## src/rtl/gpr_pkg.sv

```systemverilog
package gpr_pkg;

  typedef enum logic [1:0] {
    PSEL_X    = 2'd0,
    PSEL_Y    = 2'd1,
    PSEL_Z    = 2'd2,
    PSEL_NONE = 2'd3
  } psel_e;

  typedef enum logic [1:0] {
    POP_HOLD    = 2'd0,
    POP_LOAD    = 2'd1,
    POP_POSTINC = 2'd2,
    POP_PREDEC  = 2'd3
  } pop_e;

endpackage

```

## src/rtl/gpr_rst_sync.sv

```systemverilog
// Asynchronous assertion, synchronous two-stage release of the reset.
module gpr_rst_sync (
  input  logic clk,
  input  logic rst_n,
  output logic rst_q_n
);
  logic [1:0] sync_q;

  always_ff @(posedge clk or negedge rst_n) begin
    if (!rst_n) sync_q <= 2'b00;
    else        sync_q <= {sync_q[0], 1'b1};
  end

  assign rst_q_n = sync_q[1];
endmodule

```

## src/rtl/gpr_ptr_unit.sv

```systemverilog
// Computes the next pointer value and the effective address of one access.
module gpr_ptr_unit
  import gpr_pkg::*;
#(
  parameter int PTR_W = 16
) (
  input  logic [1:0]       op,
  input  logic [PTR_W-1:0] cur,
  input  logic [PTR_W-1:0] ldata,
  output logic [PTR_W-1:0] nxt,
  output logic [PTR_W-1:0] eff_addr,
  output logic             upd
);
  always_comb begin
    nxt      = cur;
    eff_addr = cur;
    upd      = 1'b0;
    case (pop_e'(op))
      POP_LOAD: begin
        nxt = ldata;
        upd = 1'b1;
      end
      POP_POSTINC: begin
        nxt = cur + PTR_W'(1);
        upd = 1'b1;
      end
      POP_PREDEC: begin
        nxt      = cur - PTR_W'(1);
        eff_addr = cur - PTR_W'(1);
        upd      = 1'b1;
      end
      default: ;
    endcase
  end
endmodule

```

## src/rtl/gpr_wsel.sv

```systemverilog
// Per-register next-state select: ALU over pointer over memory.
module gpr_wsel #(
  parameter int DATA_W   = 8,
  parameter int AW       = 5,
  parameter int IDX      = 0,
  parameter int PTR_BASE = 26
) (
  input  logic                  alu_we,
  input  logic [AW-1:0]         alu_waddr,
  input  logic [DATA_W-1:0]     alu_wdata,
  input  logic                  ptr_upd,
  input  logic [1:0]            ptr_sel,
  input  logic [2*DATA_W-1:0]   ptr_nxt,
  input  logic                  mem_we,
  input  logic [AW-1:0]         mem_waddr,
  input  logic [DATA_W-1:0]     mem_wdata,
  output logic                  en,
  output logic [DATA_W-1:0]     d
);
  localparam bit            IS_PTR = (IDX >= PTR_BASE);
  localparam int            REL    = IS_PTR ? (IDX - PTR_BASE) : 0;
  localparam logic [1:0]    SLOT   = 2'(REL / 2);
  localparam bit            HIGH   = ((REL % 2) == 1);
  localparam logic [AW-1:0] MY     = AW'(IDX);

  logic              alu_hit;
  logic              ptr_hit;
  logic              mem_hit;
  logic [DATA_W-1:0] ptr_byte;

  always_comb begin
    alu_hit  = alu_we && (alu_waddr == MY);
    ptr_hit  = IS_PTR && ptr_upd && (ptr_sel == SLOT);
    mem_hit  = mem_we && (mem_waddr == MY);
    ptr_byte = HIGH ? ptr_nxt[2*DATA_W-1:DATA_W] : ptr_nxt[DATA_W-1:0];
    en       = alu_hit || ptr_hit || mem_hit;
    if (alu_hit)      d = alu_wdata;
    else if (ptr_hit) d = ptr_byte;
    else              d = mem_wdata;
  end
endmodule

```

## src/rtl/gpr_file.sv

```systemverilog
module gpr_file
  import gpr_pkg::*;
#(
  parameter int DATA_W = 8,
  parameter int NREGS  = 32,
  parameter int ADDR_W = 16
) (
  input  logic                     clk,
  input  logic                     rst_n,
  input  logic [$clog2(NREGS)-1:0] rd_a_addr,
  output logic [DATA_W-1:0]        rd_a_data,
  input  logic [$clog2(NREGS)-1:0] rd_b_addr,
  output logic [DATA_W-1:0]        rd_b_data,
  input  logic                     alu_we,
  input  logic [$clog2(NREGS)-1:0] alu_waddr,
  input  logic [DATA_W-1:0]        alu_wdata,
  input  logic [ADDR_W-1:0]        mem_addr,
  input  logic                     mem_we,
  input  logic [DATA_W-1:0]        mem_wdata,
  output logic [DATA_W-1:0]        mem_rdata,
  output logic                     mem_hit,
  input  logic [1:0]               ptr_sel,
  input  logic [1:0]               ptr_op,
  input  logic [2*DATA_W-1:0]      ptr_wdata,
  output logic [2*DATA_W-1:0]      ptr_addr,
  output logic [2*DATA_W-1:0]      z_ptr
);
  localparam int AW       = $clog2(NREGS);
  localparam int PTR_W    = 2 * DATA_W;
  localparam int NPTR     = 3;
  localparam int PTR_BASE = NREGS - 2 * NPTR;

  logic              rst_q_n;
  logic [DATA_W-1:0] rf_q [NREGS];
  logic [PTR_W-1:0]  ptr_vals [4];
  logic [PTR_W-1:0]  ptr_cur;
  logic [PTR_W-1:0]  ptr_nxt;
  logic [PTR_W-1:0]  ptr_eff;
  logic              ptr_upd_raw;
  logic              sel_valid;
  logic              ptr_upd;
  logic              mem_we_hit;

  gpr_rst_sync u_rst (
    .clk     (clk),
    .rst_n   (rst_n),
    .rst_q_n (rst_q_n)
  );

  // Pointer pairs: low byte at the even index.
  for (genvar p = 0; p < NPTR; p++) begin : g_pair
    assign ptr_vals[p] = {rf_q[PTR_BASE + 2*p + 1], rf_q[PTR_BASE + 2*p]};
  end
  assign ptr_vals[3] = '0;

  assign sel_valid = (ptr_sel != PSEL_NONE);
  assign ptr_cur   = ptr_vals[ptr_sel];

  gpr_ptr_unit #(.PTR_W(PTR_W)) u_ptr (
    .op       (ptr_op),
    .cur      (ptr_cur),
    .ldata    (ptr_wdata),
    .nxt      (ptr_nxt),
    .eff_addr (ptr_eff),
    .upd      (ptr_upd_raw)
  );

  assign ptr_upd  = sel_valid && ptr_upd_raw;
  assign ptr_addr = sel_valid ? ptr_eff : '0;
  assign z_ptr    = ptr_vals[PSEL_Z];

  // Data-space window at the bottom of memory.
  assign mem_hit    = (mem_addr[ADDR_W-1:AW] == '0);
  assign mem_we_hit = mem_we && mem_hit;
  assign mem_rdata  = mem_hit ? rf_q[mem_addr[AW-1:0]] : '0;

  assign rd_a_data = rf_q[rd_a_addr];
  assign rd_b_data = rf_q[rd_b_addr];

  for (genvar i = 0; i < NREGS; i++) begin : g_reg
    logic              wen;
    logic [DATA_W-1:0] wd;
    logic [DATA_W-1:0] q_r;

    gpr_wsel #(
      .DATA_W   (DATA_W),
      .AW       (AW),
      .IDX      (i),
      .PTR_BASE (PTR_BASE)
    ) u_wsel (
      .alu_we    (alu_we),
      .alu_waddr (alu_waddr),
      .alu_wdata (alu_wdata),
      .ptr_upd   (ptr_upd),
      .ptr_sel   (ptr_sel),
      .ptr_nxt   (ptr_nxt),
      .mem_we    (mem_we_hit),
      .mem_waddr (mem_addr[AW-1:0]),
      .mem_wdata (mem_wdata),
      .en        (wen),
      .d         (wd)
    );

    always_ff @(posedge clk or negedge rst_q_n) begin
      if (!rst_q_n)  q_r <= '0;
      else if (wen)  q_r <= wd;
    end

    assign rf_q[i] = q_r;
  end
endmodule


```

## config.mk

```make
export PLATFORM = sky130hd
export DESIGN_NAME = gpr_file
export DESIGN_NICKNAME = d
export VERILOG_FILES = /design/src/rtl/gpr_pkg.sv /design/src/rtl/gpr_rst_sync.sv /design/src/rtl/gpr_ptr_unit.sv /design/src/rtl/gpr_wsel.sv /design/src/rtl/gpr_file.sv
export SDC_FILE = /design/constraint.sdc
export NUM_CORES = 1
export LEC_CHECK = 0
export BUFFER_PORTS_ARGS = -buffer_cell sky130_fd_sc_hd__buf_2
export CAP_MARGIN = 20
export CORE_MARGIN = 2
export CORE_UTILIZATION = 30
export CTS_CLUSTER_DIAMETER = 200
export CTS_CLUSTER_SIZE = 25
export DETAILED_ROUTE_END_ITERATION = 8
export PLACE_DENSITY = 0.49
export SLEW_MARGIN = 20
export SYNTH_ARGS = -nofsm -noshare
export SYNTH_HDL_FRONTEND = slang
export SYNTH_HIERARCHICAL = 1
export SYNTH_SLANG_ARGS = --single-unit
```

## constraint.sdc

```tcl
create_clock -name clk -period 22.1 [get_ports clk]
set_input_delay 3.315 -clock clk [delete_from_list [all_inputs] [get_ports clk]]
set_output_delay 3.315 -clock clk [all_outputs]
set_load 0.01 [all_outputs]
```

==> results.tsv, run 1 <==
metric	value	unit
fin. max-slew vios	0	
Die Y	280	um
CTS sink count	258	
FFs w/ async S/R, synth	100	%
Reg area	6460	um2
Simple-Gate Fraction of Synth Area	10.5	%
Sequential Power Share	43.4	%
pre-CTS setup slack	12.23	ns
number of synthesized flops with an enable pin	0	
Finished Core Util	32.8	%
Setup Buffers After CTS	0	
Fmax achieved	101	MHz
Lkg Pwr	10.2	nW
Final Hold Fails	0	
P per Cell Area	66.9	nW/um2
Setup crit start	ptr_sel[1]	
Clk pwr share	18.5	%
H-tree Lvls	1	
die area	78200	um2
Synth Area in Compound Gates	3.71	%
Hold Buf Count CTS	0	
largest family of logic cells by synthesized area	multiplexers	
Setup Viol. Count Final	0	
vias per inst	6.01	
final instance area	24800	um2
Post-route DRC	0	
Fill cells	7472	
commonest non-fill, non-tap cell in the layout	mux2_2	
post-synthesis cell count	1693	
worst r2r src	g_reg[30].q_r[0]	
HP Class	register to asynchronous set/reset pin	
post-synthesis mux area share	53.2	%
final WL	84800	um
num rows	101	
global router's overall resource usage	21.5	%
Cell Area, Synth	22800	um2
Core Region	75600	um2
post-placement cell area	24400	um2
most frequent cells in the layout	529 x mux2_2, 257 x dfrtp_1, 208 x mux4_2, 122 x buf_2, 72 x mux2_4	
Comb pwr share	38.1	%
final non-filler cell total	2727	
vias in the first global route	16300	
wire per inst	31.1	um
min Tclk post-route	9.86	ns
clock slew at reported path FFs	0.11	ns
clock buffer depth	3	
Synth area leaders	dfrtp_1 28%, mux2_2 26%, mux4_2 21%	
first-pass GRT wire length	124000	um
Tcrit/Tclk final	44.6	%
Top Ports	128	
post-CTS sizing	0	
switch share	37.5	%
Worst Skew	0.0351	ns
CTS root buffer	clkbuf_16	
Max Cap Violations	0	
die outline width	280	um
Placer Congestion	0.900	
arrival time worst endpoint	6.55	ns
Seq cells post-synth	258	
Antenna Violating Nets Remaining	0	
port bufs	127	
DP Cell Count	2710	
crit path max fanout	24	
RSZ-0062 raised after global routing	no	
post-synth top area cell	dfrtp_1	
critical path class	primary input to output pin	
Via Count	16400	
ANT cells	0	
largest net degree at the start of global routing	84	
layout cells sized above 1	61.0	%
Starting Density	30.2	%
Final #Nets	1821	
sequential area share after synthesis	28.3	%
Cell variety after synth	71	
Post-Synth XOR/XNOR Area	1.31	%
Critical Path End Type	output pin	
initial antenna violation count	3	
Iter 0 DRT Violations	1343	
Mean Syn Cell Area	13.5	um2
Worst-Margin Slew	1.15	ns
NetSw	0.621	mW
Post-Synth Adder-Cell Area	0.110	%
worst skew pair latency	0.54	ns
Slew headroom	23.4	%
Primary FF master, synth	dfrtp_1	
CTS buffer count	14	
worst vdd ir	0.0000411	V
Synth top area share	28.3	%
run status	completed	
GR Overflow Total	0	
TNS Setup	0	ns
critical path startpoint category	primary input	
dpl hpwl	57100	um
Multi-input gate area	15700	um2
syn nets	1766	
final setup margin	12.24	ns
area grow syn2layout	8.68	%
Int Pwr	1.04	mW
CTS tree	yes	
Critical Path RT	18.78	ns
YS warnings	6	
DR pass1 iterations	5	
-- critical path, stage by stage --
cell,delay [ns]
buf_2,0.55
nor2b_1,0.42
nand2_1,0.16
o21ai_0,0.26
inv_1,0.22
ha_1,0.23
nor2b_1,0.38
nand2_4,0.11
or3_1,0.37
nor2_1,0.14
xor2_1,0.14
and2_1,0.12
buf_2,0.12
-- layout make-up --
| type | count | area share (%) |
|---|---|---|
| flip-flops and latches | 258 | 26.1 |
| inverters | 7 | 0.106 |
| well taps | 978 | 4.94 |
| repair buffers | 167 | 3.83 |
| clock buffers | 16 | 1.53 |
| clock inverters | 1 | 0.0808 |
| multi-input cells | 1300 | 63.4 |
-- final timing paths --
kind,endpoint,slack (ns),cells past startpoint
min in group clk,u_rst/sync_q[1],0.36,0
worst min register to register,g_reg[22].q_r[7],0.28,0
max in group asynchronous,u_rst/sync_q[1],19.46,1
worst min-delay path,g_reg[22].q_r[7],0.28,0
worst max-delay path,ptr_addr[14],12.24,13
worst max register to register,g_reg[27].q_r[5],18.33,10
-- stage by stage --
step	hold slack, ns	total power, mW
after floorplan	0.331	1.09
after global placement	0.283	1.34
after detailed placement	0.290	1.35
after CTS	0.302	1.66
after global routing	0.319	1.72
final	0.279	1.66
-- state kept, by name, summed over array words and instances (netlist names) --
register      count
u_rst/sync_q      2
g.q_r           256
-- synth_stat cells, types with 7 or more instances --
cell type,instances
and2_1,19
a31o_2,8
inv_1,7
and4b_1,10
nand4b_1,8
o21ai_0,34
clkbuf_1,66
mux2i_1,38
nand2_1,63
nand4_1,10
nor2_1,23
and4bb_2,7
nor2b_1,14
xnor2_1,17
o31ai_1,11
nor4b_4,7
buf_4,13
nand3_4,7
nor3b_4,8
mux4_2,208
xor2_1,17
nand3_1,20
nand3b_4,12
buf_1,18
a211oi_1,14
mux2_2,529
buf_2,21
mux2_4,72
nor4bb_1,10
or3_1,8
a21oi_1,20
buf_6,9
dfrtp_1,258
nand3b_1,10
o22ai_1,9
-- layer usage --
layer	global-route usage (%)	share of wire [%]	vias up
met3	3.11	6.5	76
met1	30.3	44	8846
met5	0	0.015	-
met2	35.0	48	579
met4	4.70	2.1	2
li1	-	-	6884
-- kinds of logic after synthesis --
kind of cell,Yosys count
buf+inv,135
simple gates,285
mux,850
fa+ha+maj,2
xor+xnor,34
flops,258
compound gates,128
other cells,1
-- power groups by stage --
stage	clock (mW)	combinational, mW	sequential [mW]
after floorplan	0	0.432	0.655
after global routing	0.328	0.665	0.731
after detailed placement	0	0.625	0.725
final	0.307	0.631	0.719
after CTS	0.315	0.628	0.716
after global placement	0	0.619	0.719
No activity file was read; power rests on OpenSTA's default activity.
==> run 2, diff against run 1 <==
--- a/config.mk
+++ b/config.mk
@@ -5,6 +5,7 @@
 export SDC_FILE = /design/constraint.sdc
 export NUM_CORES = 1
 export LEC_CHECK = 0
+export ABC_AREA = 1
 export BUFFER_PORTS_ARGS = -buffer_cell sky130_fd_sc_hd__buf_2
 export CAP_MARGIN = 20
 export CORE_MARGIN = 2
==> constraint.sdc (replaced) <==
create_clock -name clk -period 10.2 [get_ports clk]
set_input_delay 1.53 -clock clk [delete_from_list [all_inputs] [get_ports clk]]
set_output_delay 1.53 -clock clk [all_outputs]
set_load 0.01 [all_outputs]
==> run 2 against run 1 <==
  * Cell area rose by 11%
  * Power rose by 120%
  * Worst setup slack got worse by 8.6 ns
  * Hold slack improved by 0.088 ns
  * Critical endpoint unchanged
  * Clock power rose by 130%
  * Via count rose by 77%
  * Largest power group unchanged
  * Final cell count rose by 93%
  * First-iteration DRC count rose to 2.8 times the previous value
  * Synthesized cell count rose by 140%
  * Largest cell class unchanged
  * Die area rose by 12%
==> results.tsv, run 2 <==
metric	value	unit	change
final hold slack	0.367	ns	was 0.279 ns
Total Power	3.58	mW	was 1.66 mW
final WL	125000	um	was 84800 um
vias in the first global route	25900		was 16.3k
Clk pwr share	19.5	%	was 18.5%
Lkg Pwr	13.5	nW	was 10.2 nW
layout cells sized above 1	12.4	%	was 61.0%
Iter 0 DRT Violations	3712		was 1343
vias per inst	5.52		was 6.01
Critical Path End Type	output pin		unchanged
Antenna Violating Nets Remaining	0		unchanged
Die Y	296	um	was 280 um
sequential area share after synthesis	25.2	%	was 28.3%
Finished Core Util	32.3	%	was 32.8%
Final #Nets	4180		was 1821
num rows	107		was 101
Critical Path RT	8.67	ns	was 18.78 ns
Synth top area share	25.2	%	was 28.3%
Top Registers	g.q_r x256, u_rst/sync_q x2		unchanged
dpl hpwl	77700	um	was 57100 um
Seq cells post-synth	258		unchanged
final setup margin	3.59	ns	was 12.24 ns
die area	87700	um2	was 78200 um2
Tcrit/Tclk final	64.8	%	
Primary FF master, synth	dfrtp_1		unchanged
wire per inst	23.7	um	was 31.1 um
YS warnings	6		unchanged
initial antenna violation count	6		was 3
met3 Use GR	3.93	%	was 3.11%
run status	completed		unchanged
Fill cells	9624		was 7472
Setup Buffers After CTS	0		unchanged
critical path class	primary input to output pin		unchanged
post-synthesis cell count	4130		was 1693
area grow syn2layout	7.05	%	was 8.68%
Int Pwr	1.94	mW	was 1.04 mW
FFs w/ async S/R, synth	100	%	unchanged
worst skew pair latency	0.55	ns	was 0.54 ns
pre-CTS setup slack	3.62	ns	was 12.23 ns
clock slew at reported path FFs	0.13	ns	was 0.11 ns
commonest non-fill, non-tap cell in the layout	nand2_1		was mux2_2
Setup Viol. Count Final	0		unchanged
RSZ-0062 raised after global routing	no		unchanged
final non-filler cell total	5253		was 2727
Fmax achieved	151	MHz	
Core Region	84900	um2	was 75600 um2
GR peak layer	met2		unchanged
post-CTS sizing	0		unchanged
DP Cell Count	5235		was 2710
Cell Area, Synth	25600	um2	was 22800 um2
switch share	46.0	%	was 37.5%
Comb pwr share	38.3	%	was 38.1%
Mean Syn Cell Area	6.20	um2	was 13.5 um2
Post-route DRC	0		unchanged
most frequent cells in the layout	1446 x nand2_1, 594 x nand3_1, 392 x o21ai_0, 305 x inv_1, 284 x a21oi_1		was 529 x mux2_2, 257 x dfrtp_1, 208 x mux4_2, 122 x buf_2, 72 x mux2_4
CTS buffer count	14		unchanged
CTS root buffer	clkbuf_16		unchanged
GR Overflow Total	0		unchanged
final instance area	27400	um2	was 24800 um2
Placer Congestion	0.889		was 0.900
critical path startpoint category	primary input		unchanged
top post-synthesis cells by count	1446 x nand2_1, 594 x nand3_1, 395 x o21ai_0, 307 x inv_1, 284 x a21oi_1		was 529 x mux2_2, 258 x dfrtp_1, 208 x mux4_2, 72 x mux2_4, 66 x clkbuf_1
CTS sink count	258		unchanged
Worst Skew	0.0360	ns	was 0.0351 ns
arrival time worst endpoint	5.08	ns	was 6.55 ns
post-synth top area cell	dfrtp_1		unchanged
worst vdd ir	0.0000904	V	was 0.0000411 V
port bufs	127		unchanged
met2 usage	41.6	%	was 35.0%
largest net degree at the start of global routing	116		was 84
Reg with most FFs	g.q_r		unchanged
Slew headroom	27.0	%	was 23.4%
clock buffer depth	3		unchanged
met1 usage	40.8	%	was 30.3%
Max Cap Violations	0		unchanged
global router's overall resource usage	27.7	%	was 21.5%
CTS tree	yes		unchanged
post-placement cell area	27000	um2	was 24400 um2
crit path max fanout	33		was 24
count leader, synth	nand2_1		was mux2_2
first-pass GRT wire length	181000	um	was 124000 um
Sequential Power Share	42.2	%	was 43.4%
TNS Setup	0	ns	unchanged
NetSw	1.65	mW	was 0.621 mW
DR pass1 iterations	6		was 5
Worst-Margin Slew	1.08	ns	was 1.15 ns
syn nets	4203		was 1766
min Tclk post-route	6.61	ns	
HP Class	register to asynchronous set/reset pin		unchanged
H-tree Lvls	1		unchanged
number of synthesized flops with an enable pin	0		unchanged
Largest register FFs	256		unchanged
P per Cell Area	131	nW/um2	was 66.9 nW/um2
fin. max-slew vios	0		unchanged
Starting Density	30.2	%	about the same
Hold Buf Count CTS	0		unchanged
Via Count	29000		was 16.4k
Final Hold Fails	0		unchanged
Top Ports	128		unchanged
Cell variety after synth	39		was 71
die outline width	296	um	was 280 um
Synth area leaders	dfrtp_1 25%, nand2_1 21%, nand3_1 12%		was dfrtp_1 28%, mux2_2 26%, mux4_2 21%
[run 2: cell types whose count changed after synthesis, sizes merged, moves of 107 or more]
| cell | previous run | this run |
|---|---|---|
| inv | 7 | 330 |
| nor2 | 24 | 211 |
| o21ai | 34 | 459 |
| nand2 | 65 | 1482 |
| nand4 | 12 | 119 |
| mux2 | 604 | 120 |
| nand3 | 29 | 623 |
| a21oi | 21 | 284 |
| mux4 | 208 | 0 |
[run 2: area by class of cell]
type / count / area, um2 / share of cell area (%)
antenna: 1 / 2.50 / 0.00913
clock buffer: 16 / 379 / 1.38
clock inverter: 1 / 20.0 / 0.0731
inverter: 333 / 1250 / 4.57
multi-input combinational: 3318 / 16800 / 61.2
sequential: 258 / 6460 / 23.6
tap: 1144 / 1430 / 5.22
timing repair buffer: 182 / 1090 / 3.97
[run 2: cells by family (layout without fill, tap and decap cells)]
family / after synthesis / count (layout) / share of synthesized area [%]
simple gates: 2450 / 2450 / 45.4
compound gates: 745 / 745 / 14.7
buf+inv: 554 / 532 / 9.30
flops: 258 / 258 / 25.2
mux: 120 / 120 / 5.28
fa+ha+maj: 2 / 2 / 0.0978
other cells: 1 / 2 / 0.0147
[run 2: worst max-delay path: stages]
cell	delay, ns
buf_2	0.32
inv_1	0.67
nand2_1	0.46
o21ai_0	0.98
inv_1	0.21
nand3_4	0.19
nor2_2	0.07
nand3_1	0.08
nand3_1	0.11
o21ai_0	0.14
inv_1	0.07
nor2_1	0.09
buf_2	0.15
[run 2: final timing paths]
path                       slack, ns  depth (start not counted)              from               end
max in group asynchronous       7.83                          2   u_rst/sync_q[1]  g_reg[29].q_r[6]
min in group clk                0.37                          0   u_rst/sync_q[0]   u_rst/sync_q[1]
min                             0.37                          0   u_rst/sync_q[1]   g_reg[9].q_r[5]
max reg2reg                     6.77                         14  g_reg[30].q_r[1]  g_reg[31].q_r[0]
max                             3.59                         13        ptr_sel[0]      ptr_addr[14]
min reg2reg                     0.37                          0   u_rst/sync_q[1]   g_reg[9].q_r[5]
[run 2: per-layer routing]
metal	vias to the layer above	wire length [um]
li1	13600	-
met1	13800	55600
met2	1358	54000
met3	206	11000
met4	6	3940
met5	-	35
[run 2: power by group through the flow]
stage / Combinational, mW / Clock [mW] / Sequential (mW)
after floorplan: 0.876 / 0 / 1.41
after global placement: 1.34 / 0 / 1.52
after detailed placement: 1.35 / 0 / 1.52
after CTS: 1.35 / 0.713 / 1.50
after global routing: 1.52 / 0.738 / 1.54
final: 1.37 / 0.698 / 1.51
